**config.mk**
```make
export PLATFORM = sky130hd
export DESIGN_NAME = desc_walker
export DESIGN_NICKNAME = d
export VERILOG_FILES = /design/src/rtl/dwalk_pkg.sv /design/src/rtl/dwalk_next_addr.sv /design/src/rtl/dwalk_status.sv /design/src/rtl/desc_walker.sv
export SDC_FILE = /design/constraint.sdc
export NUM_CORES = 1
export LEC_CHECK = 0
export ABC_AREA = 1
export BUFFER_PORTS_ARGS = -buffer_cell sky130_fd_sc_hd__buf_2
export CAP_MARGIN = 40
export CORE_MARGIN = 4
export CORE_UTILIZATION = 52
export CTS_BUF_LIST = sky130_fd_sc_hd__clkbuf_8
export CTS_CLUSTER_DIAMETER = 150
export DETAILED_ROUTE_END_ITERATION = 7
export GPL_TIMING_DRIVEN = 0
export PLACE_DENSITY_LB_ADDON = 0.2
export REMOVE_ABC_BUFFERS = 1
export SLEW_MARGIN = 20
export SYNTH_ARGS = -nofsm -noshare
export SYNTH_HDL_FRONTEND = slang
export SYNTH_SLANG_ARGS = --single-unit
```
**constraint.sdc**
```tcl
create_clock -name clk -period 2.7 [get_ports clk]
set_input_delay 0.54 -clock clk [delete_from_list [all_inputs] [get_ports clk]]
set_output_delay 0.54 -clock clk [all_outputs]
set_load 0.01 [all_outputs]
```
**src/rtl/dwalk_pkg.sv**
```systemverilog
// Shared definitions for the descriptor walker: state codes as they appear
// in the status word, and bit positions inside descriptor word 0.
// Assumes a descriptor of four 32-bit words.
package dwalk_pkg;

    typedef enum logic [3:0] {
        ST_IDLE    = 4'd0,
        ST_FETCH   = 4'd1,
        ST_BUF1    = 4'd2,
        ST_WAIT1   = 4'd3,
        ST_BUF2    = 4'd4,
        ST_WAIT2   = 4'd5,
        ST_WBACK   = 4'd6,
        ST_SUSPEND = 4'd7,
        ST_FATAL   = 4'd8
    } walk_state_e;

    localparam int unsigned DESC_BYTES = 16;
    localparam int unsigned W0_QUIET   = 1;
    localparam int unsigned W0_LAST    = 2;
    localparam int unsigned W0_LINK    = 4;
    localparam int unsigned W0_RINGEND = 5;
    localparam int unsigned W0_CERR    = 30;
    localparam int unsigned W0_OWN     = 31;

    localparam int unsigned STS_FSM_LO = 13;
    localparam int unsigned STS_NIS    = 8;

endpackage

```
**src/rtl/dwalk_next_addr.sv**
```systemverilog
// Next-descriptor address selection.
// Assumes: the link bit takes priority over the ring-end bit; the
// sequential step is one descriptor plus skip_words 32-bit words.
module dwalk_next_addr #(
    parameter int ADDR_W = 32,
    parameter int SKIP_W = 5
) (
    input  logic [ADDR_W-1:0] cur_addr,
    input  logic [ADDR_W-1:0] base_addr,
    input  logic [ADDR_W-1:0] link_addr,
    input  logic [SKIP_W-1:0] skip_words,
    input  logic              linked,
    input  logic              ring_end,
    output logic [ADDR_W-1:0] next_addr
);
    import dwalk_pkg::*;

    logic [ADDR_W-1:0] seq_addr;

    // Sequential successor: past this descriptor plus the skip gap.
    always_comb begin
        seq_addr = cur_addr + ADDR_W'(DESC_BYTES) + (ADDR_W'(skip_words) << 2);
    end

    // Pick link pointer, ring wrap or sequential successor.
    always_comb begin
        if (linked)        next_addr = link_addr;
        else if (ring_end) next_addr = base_addr;
        else               next_addr = seq_addr;
    end
endmodule

```
**src/rtl/dwalk_status.sv**
```systemverilog
// Sticky status flags with write-one-to-clear, packed with the engine state.
// Assumes: a set and a clear in the same cycle leave the flag set; the
// soft clear outranks both. Summary bit is the OR of both completion flags.
module dwalk_status #(
    parameter int FSM_W = 4
) (
    input  logic             clk,
    input  logic             rst_n,
    input  logic             soft_clr,
    input  logic             set_tx,
    input  logic             set_rx,
    input  logic             set_fbe,
    input  logic             set_du,
    input  logic             set_ces,
    input  logic             clr_we,
    input  logic [31:0]      clr_mask,
    input  logic [FSM_W-1:0] fsm_code,
    output logic [31:0]      sts_word
);
    import dwalk_pkg::*;

    localparam int NFLAG = 5;
    localparam int FLAG_POS [NFLAG] = '{0, 1, 2, 4, 5};

    logic [NFLAG-1:0] set_vec;
    logic [NFLAG-1:0] flags;
    logic             unused_mask;

    assign set_vec     = {set_ces, set_du, set_fbe, set_rx, set_tx};
    assign unused_mask = ^{clr_mask[31:6], clr_mask[3]};

    for (genvar g = 0; g < NFLAG; g++) begin : g_flag
        logic bit_q;
        // One sticky flag: set wins over a same-cycle clear.
        always_ff @(posedge clk) begin
            if (!rst_n || soft_clr)                  bit_q <= 1'b0;
            else if (set_vec[g])                     bit_q <= 1'b1;
            else if (clr_we && clr_mask[FLAG_POS[g]]) bit_q <= 1'b0;
        end
        assign flags[g] = bit_q;
    end

    // Assemble the readable word from flags, summary and state.
    always_comb begin
        sts_word = '0;
        for (int i = 0; i < NFLAG; i++) sts_word[FLAG_POS[i]] = flags[i];
        sts_word[STS_NIS] = flags[0] | flags[1];
        sts_word[STS_FSM_LO +: FSM_W] = fsm_code;
    end
endmodule

```
**src/rtl/desc_walker.sv**
```systemverilog
// Descriptor walker top: fetches 4-word descriptors one word per access,
// checks ownership, offers up to two buffers to a data mover, writes word 0
// back with ownership returned, then moves to the next descriptor.
// Assumes: memory port holds a request until mem_ack; read data and error
// are valid in the ack cycle; the mover pulses xfer_done once per accepted
// buffer; cfg_sw_reset and poll_demand are single-cycle strobes.
module desc_walker #(
    parameter int ADDR_W = 32,
    parameter int SKIP_W = 5,
    parameter int LEN_W  = 13
) (
    input  logic              clk,
    input  logic              rst_n,
    input  logic              cfg_enable,
    input  logic              cfg_sw_reset,
    input  logic [ADDR_W-1:0] cfg_base,
    input  logic [SKIP_W-1:0] cfg_skip,
    input  logic              cfg_tx_dir,
    input  logic              poll_demand,
    input  logic              sts_clr_we,
    input  logic [31:0]       sts_clr_mask,
    output logic [31:0]       sts_word,
    output logic              mem_req,
    output logic              mem_we,
    output logic [ADDR_W-1:0] mem_addr,
    output logic [31:0]       mem_wdata,
    input  logic              mem_ack,
    input  logic [31:0]       mem_rdata,
    input  logic              mem_err,
    output logic              xfer_valid,
    input  logic              xfer_ready,
    output logic [ADDR_W-1:0] xfer_addr,
    output logic [LEN_W-1:0]  xfer_len,
    input  logic              xfer_done,
    input  logic              xfer_card_err
);
    import dwalk_pkg::*;

    localparam int SIZES_W = 2 * LEN_W;

    walk_state_e        state;
    logic [1:0]         widx;
    logic [ADDR_W-1:0]  cur_addr;
    logic [31:0]        dw0;
    logic [SIZES_W-1:0] dw1;
    logic [ADDR_W-1:0]  dw2;
    logic [ADDR_W-1:0]  dw3;
    logic               card_err_q;

    logic [LEN_W-1:0]   size1, size2;
    logic               buf2_used, fetch_go, acc;
    logic               set_tx, set_rx, set_fbe, set_du, set_ces;
    logic               wb_ok, completes;
    logic [ADDR_W-1:0]  next_addr;

    // Decode descriptor fields and handshake conditions.
    always_comb begin
        size1     = dw1[LEN_W-1:0];
        size2     = dw1[SIZES_W-1:LEN_W];
        buf2_used = !dw0[W0_LINK] && (size2 != '0);
        fetch_go  = (state == ST_FETCH) && ((widx != 2'd0) || cfg_enable);
        acc       = mem_req && mem_ack;
    end

    // Drive the memory port.
    always_comb begin
        mem_req   = fetch_go || (state == ST_WBACK);
        mem_we    = (state == ST_WBACK);
        mem_addr  = (state == ST_WBACK) ? cur_addr
                                        : cur_addr + ADDR_W'({widx, 2'b00});
        mem_wdata = {1'b0, card_err_q, dw0[W0_CERR-1:0]};
    end

    // Drive the buffer offer to the mover.
    always_comb begin
        xfer_valid = ((state == ST_BUF1) && (size1 != '0)) ||
                     ((state == ST_BUF2) && buf2_used);
        xfer_addr  = (state == ST_BUF2) ? dw3 : dw2;
        xfer_len   = (state == ST_BUF2) ? size2 : size1;
    end

    // Status set events.
    always_comb begin
        set_fbe   = acc && mem_err;
        set_du    = acc && !mem_err && (state == ST_FETCH) &&
                    (widx == 2'd0) && !mem_rdata[W0_OWN];
        wb_ok     = acc && !mem_err && (state == ST_WBACK);
        completes = wb_ok && dw0[W0_LAST] && !dw0[W0_QUIET];
        set_tx    = completes && cfg_tx_dir;
        set_rx    = completes && !cfg_tx_dir;
        set_ces   = wb_ok && card_err_q;
    end

    dwalk_next_addr #(.ADDR_W(ADDR_W), .SKIP_W(SKIP_W)) u_next (
        .cur_addr   (cur_addr),
        .base_addr  (cfg_base),
        .link_addr  (dw3),
        .skip_words (cfg_skip),
        .linked     (dw0[W0_LINK]),
        .ring_end   (dw0[W0_RINGEND]),
        .next_addr  (next_addr)
    );

    // Walk sequencer: fetch, offer buffers, write back, advance or stop.
    always_ff @(posedge clk) begin
        if (!rst_n || cfg_sw_reset) begin
            state      <= ST_IDLE;
            widx       <= 2'd0;
            cur_addr   <= '0;
            dw0        <= '0;
            dw1        <= '0;
            dw2        <= '0;
            dw3        <= '0;
            card_err_q <= 1'b0;
        end else begin
            case (state)
                ST_IDLE: if (cfg_enable) begin
                    cur_addr <= cfg_base;
                    widx     <= 2'd0;
                    state    <= ST_FETCH;
                end
                ST_FETCH: begin
                    if (!fetch_go) begin
                        state <= ST_IDLE;
                    end else if (acc) begin
                        if (mem_err) begin
                            state <= ST_FATAL;
                        end else begin
                            case (widx)
                                2'd0:    dw0 <= mem_rdata;
                                2'd1:    dw1 <= mem_rdata[SIZES_W-1:0];
                                2'd2:    dw2 <= mem_rdata[ADDR_W-1:0];
                                default: dw3 <= mem_rdata[ADDR_W-1:0];
                            endcase
                            if ((widx == 2'd0) && !mem_rdata[W0_OWN]) begin
                                state <= ST_SUSPEND;
                            end else if (widx == 2'd3) begin
                                widx       <= 2'd0;
                                card_err_q <= 1'b0;
                                state      <= ST_BUF1;
                            end else begin
                                widx <= widx + 2'd1;
                            end
                        end
                    end
                end
                ST_BUF1: begin
                    if (size1 == '0)     state <= ST_BUF2;
                    else if (xfer_ready) state <= ST_WAIT1;
                end
                ST_WAIT1: if (xfer_done) begin
                    card_err_q <= card_err_q | xfer_card_err;
                    state      <= ST_BUF2;
                end
                ST_BUF2: begin
                    if (!buf2_used)      state <= ST_WBACK;
                    else if (xfer_ready) state <= ST_WAIT2;
                end
                ST_WAIT2: if (xfer_done) begin
                    card_err_q <= card_err_q | xfer_card_err;
                    state      <= ST_WBACK;
                end
                ST_WBACK: if (acc) begin
                    if (mem_err) begin
                        state <= ST_FATAL;
                    end else begin
                        cur_addr <= next_addr;
                        state    <= ST_FETCH;
                    end
                end
                ST_SUSPEND: if (poll_demand) state <= ST_FETCH;
                ST_FATAL:   state <= ST_FATAL;
                default:    state <= ST_IDLE;
            endcase
        end
    end

    dwalk_status #(.FSM_W(4)) u_status (
        .clk      (clk),
        .rst_n    (rst_n),
        .soft_clr (cfg_sw_reset),
        .set_tx   (set_tx),
        .set_rx   (set_rx),
        .set_fbe  (set_fbe),
        .set_du   (set_du),
        .set_ces  (set_ces),
        .clr_we   (sts_clr_we),
        .clr_mask (sts_clr_mask),
        .fsm_code (state),
        .sts_word (sts_word)
    );
endmodule

```
==> flow_summary_export.csv, run 1 <==
group,metric,value,unit
run_status,outcome,"complete, but fails checks",
run_status,violations,"negative setup slack",
logic_synthesis,mappedNetlistArea,0.00926,mm²
route,dr_total_vias,10000,
logic_synthesis,ys_top_cells_by_area,"sky130_fd_sc_hd__dfxtp_1 (35%), sky130_fd_sc_hd__nand2_1 (13%), sky130_fd_sc_hd__a21oi_1 (9.0%)",
clock_tree,clock_sinks,164,
finish,finalInstanceArea,0.0114,mm²
route,wire_length_on_met1,13200,µm
die,die_area,0.0200,mm²
grt,antenna_violations_before_repair,0,
die,num_rows,48,
timing,fin_crit_sh,113,%
route,ant_nets,0,
die,io-pin-count,257,
grt,grt_first_pass_wirelength,46600,µm
logic_synthesis,yosysTopAreaCellShare,35.4,%
clock_tree,cts_buffers,17,
route,route.detailed.wl_per_inst,16.7,µm
grt,grt_pass1_vias,8814,
grt,gr-usage-all-layers,29.1,%
logic_synthesis,synth_enable_flop_cells,0,
clock_tree,clock_transition_time_at_the_flip_flop_clock_pins_of_the_worst_setup_and_hold_paths,0.09,ns
logic_synthesis,synth_largest_area_cell,"sky130_fd_sc_hd__dfxtp_1",
setup_path,worstSetupEndpointType,"primary output",
finish,total_area_of_multi_input_combinational_cells,0.00521,mm²
die,fp.dieH,141,µm
setup_path,cp-start-kind,"flop",
setup_path,timing.critical_path.arrival,2.50,ns
timing,worst_pin_slew,0.721,ns
logic_synthesis,synthesis.instances,1408,
die,floorplan.initialDensity,53.4,%
timing,timing.final.max_slew_violations,0,
route,drt_iter0_drc,787,
clock_tree,clk_path_buf_depth,2,
timing,slew_limit_headroom,51.8,%
timing,post_route_setup_tns,-6.30,ns
finish,register_area,0.00331,mm²
setup_path,worst-path-buf-inv,4,
setup_path,setup.worst_path.class,"flop to primary output",
route,top_layer_used,"met4",
setup_path,cp_slowest_cell,"sky130_fd_sc_hd__dfxtp_4",
finish,design.final.nets,1729,
die,core_box_area,0.0174,mm²
finish,areaGrowthSynthToFinish,23.0,%
timing,finalCriticalPeriod,3.04,ns
route,viasPerCell,5.47,
clock_tree,root_buffer,"sky130_fd_sc_hd__clkbuf_8",
finish,antenna-diode-count,0,
route,drt_first_pass_iters,6,
timing,grt_setup_unrepaired,"yes",
clock_tree,h-tree-depth,4,
finish,final_layout_size_suffix_gt1_share,23.5,%
placement,dpl.hpwl,21000,µm
pwr,p_per_area,476,mW/mm²
timing,finalHoldViolCount,0,
die,die-width,141,µm
setup_path,worst-endpoint-required,2.16,ns
placement,port-buffer-count,206,
route,route.met2.wl,14400,µm
timing,fmaxAchievable,329,MHz
clock_tree,clk-insertion-delay-late,0.48,ns
logic_synthesis,ys_types,39,
route,detailroute.wirelength.met3,2470,µm
placement,detailed_place.area,0.0103,mm²
grt,grt_max_degree,70,
logic_synthesis,synthesis.area_per_instance,6.58,µm²
placement,gp_routability_congestion,0.921,
setup_path,slowest_delay,0.40,ns
setup_path,timing.critical_path.max_delay_family,"simple AND/OR/NAND/NOR gates",
pwr,post-layout-total-power,5.42,mW
route,drt_wl_total,30700,µm
timing,report.final.setup_viol,26,
timing,clock_skew,0.0192,ns
setup_path,critical_path_maximum_fanout,4,
logic_synthesis,synth_most_common_cell,"sky130_fd_sc_hd__nand2_1",
logic_synthesis,ys_seq_area_share,35.4,%
logic_synthesis,yosys_warnings,0,
grt,globalRoute.totalOverflow,0,
min_path,timing.hold.worst.class,"input pin to flop",
finish,count_of_fill_cells_added_during_filler_insertion,1584,
logic_synthesis,asyncSetResetFlopFracSynth,0,%
timing,setup_slack,-0.341,ns
clock_tree,cts_tree,"done",
pwr,p_leak,4.93,nW
logic_synthesis,synth_flop_cell,"sky130_fd_sc_hd__dfxtp_1",
pwr,irDropWorstVdd,0.334,mV
logic_synthesis,most_frequent_cells_after_synthesis,"sky130_fd_sc_hd__nand2_1 (326), sky130_fd_sc_hd__a21oi_1 (167), sky130_fd_sc_hd__dfxtp_1 (164)",
job,drv.max_cap_violation_count,0,
route,drc_errors,0,
logic_synthesis,number_of_register_bits_inferred_by_synthesis,164,
setup_path,cells_along_the_critical_path,"inv_2, fa_2, inv_2, nand2_4, nor2_4, nand4_4, nor2_4, buf_6, nand3_2, xor2_1, buf_2",
-- worst reg2reg max path: stages (launching register included) --
cell	delay [ns]
sky130_fd_sc_hd__dfxtp_4	0.37
sky130_fd_sc_hd__ha_1	0.28
sky130_fd_sc_hd__ha_1	0.19
sky130_fd_sc_hd__inv_1	0.06
sky130_fd_sc_hd__fa_1	0.41
sky130_fd_sc_hd__inv_1	0.11
sky130_fd_sc_hd__nand2_1	0.11
sky130_fd_sc_hd__a21oi_2	0.21
sky130_fd_sc_hd__nand2_1	0.08
sky130_fd_sc_hd__nand2_1	0.21
sky130_fd_sc_hd__nand3_1	0.11
sky130_fd_sc_hd__nand3_1	0.11
sky130_fd_sc_hd__nand2_1	0.06
sky130_fd_sc_hd__nand2_1	0.06
sky130_fd_sc_hd__a21oi_1	0.05
-- cells in the final DEF, fill, tap and decap left out, types with 4 or more instances in the layout --
| cell type | n |
|---|---|
| sky130_fd_sc_hd__nor2_1 | 88 |
| sky130_fd_sc_hd__xor2_1 | 20 |
| sky130_fd_sc_hd__buf_2 | 206 |
| sky130_fd_sc_hd__conb_1 | 23 |
| sky130_fd_sc_hd__buf_12 | 5 |
| sky130_fd_sc_hd__nor2_4 | 14 |
| sky130_fd_sc_hd__buf_4 | 23 |
| sky130_fd_sc_hd__clkbuf_8 | 18 |
| sky130_fd_sc_hd__dfxtp_2 | 8 |
| sky130_fd_sc_hd__nand4_1 | 13 |
| sky130_fd_sc_hd__nand3_1 | 94 |
| sky130_fd_sc_hd__a21oi_1 | 165 |
| sky130_fd_sc_hd__nor3_1 | 8 |
| sky130_fd_sc_hd__dfxtp_4 | 4 |
| sky130_fd_sc_hd__or2_2 | 7 |
| sky130_fd_sc_hd__inv_6 | 5 |
| sky130_fd_sc_hd__inv_1 | 147 |
| sky130_fd_sc_hd__nand2_1 | 308 |
| sky130_fd_sc_hd__nand2_2 | 15 |
| sky130_fd_sc_hd__nor2_2 | 10 |
| sky130_fd_sc_hd__o211ai_1 | 4 |
| sky130_fd_sc_hd__o21ai_1 | 13 |
| sky130_fd_sc_hd__a221oi_1 | 13 |
| sky130_fd_sc_hd__a41oi_1 | 7 |
| sky130_fd_sc_hd__buf_6 | 13 |
| sky130_fd_sc_hd__inv_2 | 8 |
| sky130_fd_sc_hd__o21ai_0 | 147 |
| sky130_fd_sc_hd__ha_1 | 14 |
| sky130_fd_sc_hd__dfxtp_1 | 152 |
-- worst paths after layout --
check	slack [ns]	to	cells past startpoint	startpoint
setup reg to reg	0.17	cur_addr[31]	14	cur_addr[3]
hold reg to reg	0.45	dw2[28]	2	dw2[28]
setup / recovery	-0.34	mem_addr[28]	11	widx[1]
hold / removal	0.34	u_status.g_flag[0].bit_q	4	sts_clr_mask[0]
-- layout make-up --
| cell class | instances | area share (%) |
|---|---|---|
| multi-input cells | 1004 | 45.7 |
| flip-flops and latches | 164 | 29.0 |
| repair buffers | 253 | 13.9 |
| inverters | 157 | 5.25 |
| well taps | 225 | 2.47 |
| clock buffers | 18 | 2.17 |
| clock inverters | 14 | 1.43 |
-- per-stage QoR --
step / instances / hold WS, ns / setup slack (ns) / utilization [%]
after floorplan: 1322 / 0.427 / -2.67 / -
after global placement: 1753 / 0.433 / -7.01 / 58.1
after detailed placement: 1762 / 0.438 / -0.566 / 59.4
after CTS: 1821 / 0.315 / -0.366 / 64.1
after global routing: 1835 / 0.329 / -0.423 / 65.6
final: 1835 / 0.336 / -0.341 / 65.6
-- routing by layer --
metal	vias to the layer above	track usage, %
li1	4924	-
met1	4641	39.9
met2	411	46.8
met3	53	5.46
met4	0	9.24
met5	-	0
-- logic make-up after synthesis --
family | Yosys count | synth area share, %
flip-flops | 164 | 35.4
adder cells (fa/ha/maj) | 19 | 2.73
other | 1 | 0.0405
XOR/XNOR | 27 | 2.55
buffers and inverters | 265 | 12.5
AND/OR/NAND/NOR | 569 | 25.9
AO/OA/AOI/OAI | 363 | 20.8
-- sequential cells by signal (all words and copies together) (netlist names), 2 cells and up --
| register | count |
|---|---|
| dw0 | 30 |
| state | 4 |
| cur_addr | 32 |
| dw3 | 32 |
| dw2 | 32 |
| widx | 2 |
| dw1 | 26 |
| u_status.g_flag.bit_q | 5 |
-- where the power goes --
part	leakage (nW)	switching, mW	internal, mW	total, mW
clock network	0.207	1.03	0.876	1.90
logic	3.39	0.632	0.334	0.966
registers	1.33	0.0813	2.47	2.55
-- what timing repair did --
item	4_1_cts	5_1_grt
hold buffers	0	0
resized for setup	55	42
pin swaps	15	17
gates cloned	3	1
endpoints found under the setup margin	185	58
setup buffers	24	16
Power figures use the tool's default switching activity.
==> run 2, diff against run 1 <==
==> constraint.sdc (replaced) <==
create_clock -name clk -period 2.7 [get_ports clk]
set_input_delay 0.54 -clock clk [delete_from_list [all_inputs] [get_ports clk]]
set_output_delay 0.54 -clock clk [all_outputs]
set_load 0.02 [all_outputs]
==> flow_summary_export.csv, run 2 (synthesis results as in run 1) <==
group,metric,value,unit
run_status,outcome,"complete, but fails checks",
run_status,violations,"negative setup slack",
clock_tree,clock_transition_time_at_the_flip_flop_clock_pins_of_the_worst_setup_and_hold_paths,0.09,ns
placement,port-buffer-count,206,
finish,count_of_fill_cells_added_during_filler_insertion,1583,
route,viasPerCell,5.46,
placement,gp_routability_congestion,0.921,
route,drc_errors,0,
timing,fmaxAchievable,327,MHz
die,die-width,141,µm
setup_path,cp_slowest_cell,"sky130_fd_sc_hd__dfxtp_4",
timing,timing.final.max_slew_violations,0,
clock_tree,cts_tree,"done",
route,drt_first_pass_iters,5,
timing,report.final.setup_viol,26,
job,drv.max_cap_violation_count,0,
finish,layout_common_cells,"sky130_fd_sc_hd__nand2_1 (309), sky130_fd_sc_hd__buf_2 (178), sky130_fd_sc_hd__a21oi_1 (165), sky130_fd_sc_hd__dfxtp_1 (154), sky130_fd_sc_hd__inv_1 (147)",
timing,grt_setup_unrepaired,"yes",
min_path,holdPathStages,4,
timing,worst_pin_slew,0.616,ns
die,io-pin-count,257,
finish,areaGrowthSynthToFinish,23.5,%
setup_path,regToRegEndpoint,"cur_addr[31]",
route,ant_nets,0,
placement,dpl.hpwl,21000,µm
clock_tree,ctsHoldBuffers,0,
grt,grt_first_pass_wirelength,46700,µm
pwr,post-layout-total-power,5.49,mW
setup_path,cells_along_the_critical_path,"ha_4, inv_2, fa_2, inv_2, nand2_4, nor2_4, nand4_4, nor2_4, buf_4, nand2_1, xor2_1, buf_4",
die,floorplan.initialDensity,53.4,%
setup_path,startpoint,"widx[0]",
clock_tree,root_buffer,"sky130_fd_sc_hd__clkbuf_8",
route,drt_iter0_drc,749,
route,route.detailed.wl_per_inst,16.7,µm
die,core_box_area,0.0174,mm²
min_path,hold-path-endpoint,"u_status.g_flag[0].bit_q",
clock_tree,cts_buffers,17,
timing,clock_skew,0.0242,ns
setup_path,worst-path-buf-inv,4,
placement,detailed_place.area,0.0103,mm²
die,fp.dieH,141,µm
setup_path,critical_path_maximum_fanout,3,
grt,grt_max_degree,70,
timing,setup_slack,-0.355,ns
grt,grt_pass1_vias,8820,
setup_path,worst-endpoint-required,2.16,ns
route,dr_total_vias,9990,
finish,design.final.nets,1724,
timing,slew_limit_headroom,58.8,%
clock_tree,clk_path_buf_depth,2,
finish,finalInstanceArea,0.0114,mm²
finish,antenna-diode-count,0,
route,drt_wl_total,30600,µm
timing,fin_crit_sh,113,%
setup_path,worstReg2RegStart,"cur_addr[3]",
setup_path,timing.reg2reg.worst_path_depth,14,
timing,finalHoldViolCount,0,
finish,mostFrequentLayoutCell,"sky130_fd_sc_hd__nand2_1",
pwr,irDropWorstVdd,0.336,mV
setup_path,timing.critical_path.arrival,2.52,ns
min_path,hold_path_startpoint,"sts_clr_mask[0]",
finish,final_layout_size_suffix_gt1_share,23.2,%
timing,finalCriticalPeriod,3.06,ns
die,die_area,0.0200,mm²
setup_path,worstSetupEndpointType,"primary output",
grt,globalRoute.totalOverflow,0,
setup_path,slowest_delay,0.38,ns
die,num_rows,48,
clock_tree,clk-insertion-delay-late,0.47,ns
pwr,p_leak,4.93,nW
grt,antenna_violations_before_repair,0,
finish,layout_top_registers,"cur_addr (32), dw2 (32), dw3 (32)",
setup_path,setup.worst_path.class,"flop to primary output",
clock_tree,clock_sinks,164,
setup_path,timing.critical_path.max_delay_family,"simple AND/OR/NAND/NOR gates",
setup_path,rrSetupSlack,0.14,ns
grt,gr-usage-all-layers,29.2,%
clock_tree,h-tree-depth,4,
pwr,p_per_area,480,mW/mm²
min_path,timing.hold.worst.class,"input pin to flop",
setup_path,cp-start-kind,"flop",
run 2: tightest hold or removal path: stages:
cell	delay [ns]
sky130_fd_sc_hd__buf_2	0.07
sky130_fd_sc_hd__nand2_1	0.04
sky130_fd_sc_hd__nand2_1	0.05
sky130_fd_sc_hd__a21oi_1	0.05
run 2: cell type report:
type,instances,area [µm²],share of cell area (%)
repair buffers,248,1620,14.1
well taps,225,282,2.46
inverters,157,598,5.23
flip-flops and latches,164,3310,28.9
multi-input cells,1004,5230,45.7
clock buffers,18,248,2.17
clock inverters,14,163,1.42
run 2: timing repair:
item / in CTS / in global routing
gates cloned: 3 / 1
setup buffers: 25 / 13
gates resized for setup: 85 / 42
pin swaps: 19 / 23
endpoints found under the hold margin: 0 / 0
endpoints found under the setup margin: 191 / 99
run 2: metal layers:
metal	up-vias	global-route usage [%]	part of all wire, %
met5	-	0	0
met4	0	8.94	1.8
met3	45	5.36	8.8
met2	421	47.1	47
met1	4603	40.0	42
li1	4921	-	-
run 2: where the power goes:
group          internal [mW]  switching (mW)  total (mW)
clock network          0.876            1.03        1.90
logic                  0.353           0.686        1.04
registers               2.47          0.0819        2.55
run 2: how the worst max path moves through the flow:
stage / endpoint / slack, ns / cells past startpoint
after floorplan: widx[0] / -2.67 / 4
after global placement: widx[1] / -7.01 / 5
after detailed placement: dw1[21] / -0.57 / 9
after CTS: mem_addr[22] / -0.39 / 12
after global routing: mem_addr[18] / -0.45 / 12
final: mem_addr[24] / -0.36 / 12
run 2: stage by stage:
stage	instances	hold slack, ns	setup WS [ns]	TNS [ns]	util, %
2_1_floorplan	1322	0.427	-2.67	-304.67	-
3_3_place_gp	1753	0.433	-7.01	-879.26	58.1
3_5_place_dp	1762	0.438	-0.566	-31.35	59.4
4_1_cts	1822	0.315	-0.392	-6.22	64.6
5_1_grt	1830	0.327	-0.447	-7.57	65.9
6_report	1830	0.337	-0.355	-5.39	65.9
==> run 3, diff against run 2 <==
--- a/config.mk
+++ b/config.mk
@@ -9,7 +9,7 @@
 export BUFFER_PORTS_ARGS = -buffer_cell sky130_fd_sc_hd__buf_2
 export CAP_MARGIN = 40
 export CORE_MARGIN = 4
-export CORE_UTILIZATION = 52
+export CORE_UTILIZATION = 28
 export CTS_BUF_LIST = sky130_fd_sc_hd__clkbuf_8
 export CTS_CLUSTER_DIAMETER = 150
 export DETAILED_ROUTE_END_ITERATION = 7
==> flow_summary_export.csv, run 3 (synthesis results as in run 1) <==
group,metric,value,unit
timing,setup_slack,-0.427,ns
clock_tree,ctsHoldBuffers,0,
min_path,hold_path_startpoint,"sts_clr_mask[5]",
route,drt_wl_total,35200,µm
placement,dpl.hpwl,26100,µm
run_status,outcome,"complete, but fails checks",
clock_tree,root_buffer,"sky130_fd_sc_hd__clkbuf_8",
setup_path,cp-start-kind,"flop",
finish,areaGrowthSynthToFinish,28.7,%
finish,count_of_fill_cells_added_during_filler_insertion,3542,
finish,finalNonFillerCells,2045,
pwr,post-layout-total-power,5.72,mW
min_path,timing.hold.worst.class,"input pin to flop",
die,core_box_area,0.0326,mm²
setup_path,setup.worst_path.class,"flop to primary output",
timing,fin_crit_sh,116,%
placement,place_inst,1985,
finish,design.final.nets,1722,
die,fp.dieH,190,µm
route,ant_nets,0,
timing,fmaxAchievable,320,MHz
pwr,p_leak,5.02,nW
route,drt_first_pass_iters,5,
timing,timing.final.max_slew_violations,0,
timing,grt_setup_unrepaired,"yes",
finish,layout_common_cells,"sky130_fd_sc_hd__nand2_1 (305), sky130_fd_sc_hd__buf_2 (180), sky130_fd_sc_hd__a21oi_1 (166), sky130_fd_sc_hd__dfxtp_1 (156), sky130_fd_sc_hd__o21ai_0 (152)",
pwr,irDropWorstVdd,0.298,mV
setup_path,worst-endpoint-required,2.16,ns
setup_path,timing.critical_path.arrival,2.59,ns
grt,globalRoute.totalOverflow,0,
setup_path,regToRegEndpoint,"dw1[20]",
grt,gr-usage-all-layers,19.1,%
die,io-pin-count,257,
timing,finalCriticalPeriod,3.13,ns
route,route.detailed.wl_per_inst,17.2,µm
placement,post-place-ws,-0.641,ns
setup_path,critical_path_maximum_fanout,3,
timing,report.final.setup_viol,28,
setup_path,timing.reg2reg.worst_path_depth,11,
clock_tree,h-tree-depth,4,
clock_tree,cts_tree,"done",
setup_path,rrSetupSlack,0.22,ns
clock_tree,clk_path_buf_depth,2,
run_status,violations,"negative setup slack",
setup_path,worstSetupEndpointType,"primary output",
finish,total_area_of_multi_input_combinational_cells,0.00530,mm²
timing,post_route_setup_tns,-7.19,ns
pwr,p_per_area,480,mW/mm²
timing,clock_skew,0.0188,ns
placement,port-buffer-count,206,
finish,layout_top_registers,"cur_addr (32), dw2 (32), dw3 (32)",
clock_tree,clock_transition_time_at_the_flip_flop_clock_pins_of_the_worst_setup_and_hold_paths,0.09,ns
clock_tree,clk-insertion-delay-late,0.48,ns
min_path,holdPathStages,4,
clock_tree,cts_buffers,17,
route,drt_iter0_drc,657,
grt,antenna_violations_before_repair,2,
grt,grt_max_degree,70,
timing,worst_pin_slew,0.694,ns
clock_tree,clock_sinks,164,
route,viasPerCell,4.74,
setup_path,worstReg2RegStart,"widx[0]",
grt,grt_first_pass_wirelength,53400,µm
job,drv.max_cap_violation_count,0,
finish,mostFrequentLayoutCell,"sky130_fd_sc_hd__nand2_1",
timing,slew_limit_headroom,53.6,%
route,dr_total_vias,9699,
min_path,hold-path-endpoint,"u_status.g_flag[4].bit_q",
timing,finalHoldViolCount,0,
die,num_rows,66,
die,floorplan.initialDensity,28.4,%
placement,gp_routability_congestion,0.884,
finish,register_area,0.00330,mm²
route,drc_errors,0,
die,die_area,0.0361,mm²
die,die-width,190,µm
grt,grt_pass1_vias,9059,
finish,final_layout_size_suffix_gt1_share,23.5,%
[run 3: worst max path at each step]
| stage | slack (ns) | startpoint | end | cells after the start |
|---|---|---|---|---|
| finish | -0.43 | widx[0] | mem_addr[24] | 12 |
| detailed placement | -0.64 | widx[1] | dw2[7] | 10 |
| floorplan | -2.67 | rst_n | widx[0] | 4 |
| global route | -0.54 | widx[0] | mem_addr[20] | 12 |
| global placement | -8.03 | rst_n | widx[0] | 5 |
| CTS | -0.52 | widx[0] | mem_addr[18] | 12 |
[run 3: timing repair]
action	in CTS	in global routing
setup endpoints to repair	194	58
cloned	2	0
endpoints found under the hold margin	0	0
gates resized for setup	84	46
buffers inserted	19	8
pin swaps	16	19
[run 3: routing by layer]
layer / up-vias / share of wire [%] / wire, µm / GRT usage (%)
met5: - / 0.020 / 7 / 0
li1: 4912 / - / - / -
met1: 4473 / 46 / 16100 / 26.0
met2: 290 / 47 / 16600 / 31.4
met3: 22 / 5.6 / 1990 / 3.58
met4: 2 / 1.3 / 446 / 4.48
[run 3: cell type report]
| cell class | instances | area share (%) |
|---|---|---|
| multi-input combinational | 1002 | 44.4 |
| sequential | 164 | 27.7 |
| timing repair buffer | 248 | 14.5 |
| inverter | 157 | 5.02 |
| tap | 442 | 4.64 |
| clock buffer | 17 | 1.96 |
| clock inverter | 14 | 1.77 |
| antenna | 1 | 0.0210 |
[run 3: report_power, final]
| group | switching [mW] | total (mW) | leakage, nW | internal [mW] |
|---|---|---|---|---|
| logic | 0.691 | 1.07 | 3.47 | 0.375 |
| registers | 0.0834 | 2.55 | 1.33 | 2.47 |
| clock network | 1.06 | 2.10 | 0.222 | 1.04 |
| total | 1.84 | 5.72 | 5.02 | 3.88 |
[run 3: worst max-delay path, cell delays in order (launching register included)]
cell,delay [ns]
sky130_fd_sc_hd__dfxtp_4,0.39
sky130_fd_sc_hd__ha_4,0.14
sky130_fd_sc_hd__inv_2,0.03
sky130_fd_sc_hd__fa_2,0.34
sky130_fd_sc_hd__inv_2,0.09
sky130_fd_sc_hd__nand2_4,0.06
sky130_fd_sc_hd__nor2_4,0.14
sky130_fd_sc_hd__nand4_4,0.15
sky130_fd_sc_hd__nor2_4,0.19
sky130_fd_sc_hd__buf_6,0.14
sky130_fd_sc_hd__nand2_1,0.08
sky130_fd_sc_hd__xor2_2,0.21
sky130_fd_sc_hd__buf_6,0.15
[run 3: through the flow]
| step | instance area [µm²] | utilization (%) | hold WS, ns |
|---|---|---|---|
| finish | 11900 | 36.6 | 0.336 |
| global route | 11900 | 36.6 | 0.320 |
| CTS | 11700 | 35.8 | 0.285 |
| detailed placement | 10700 | 32.9 | 0.437 |
| global placement | 10400 | 31.8 | 0.434 |
| floorplan | 8780 | - | 0.427 |
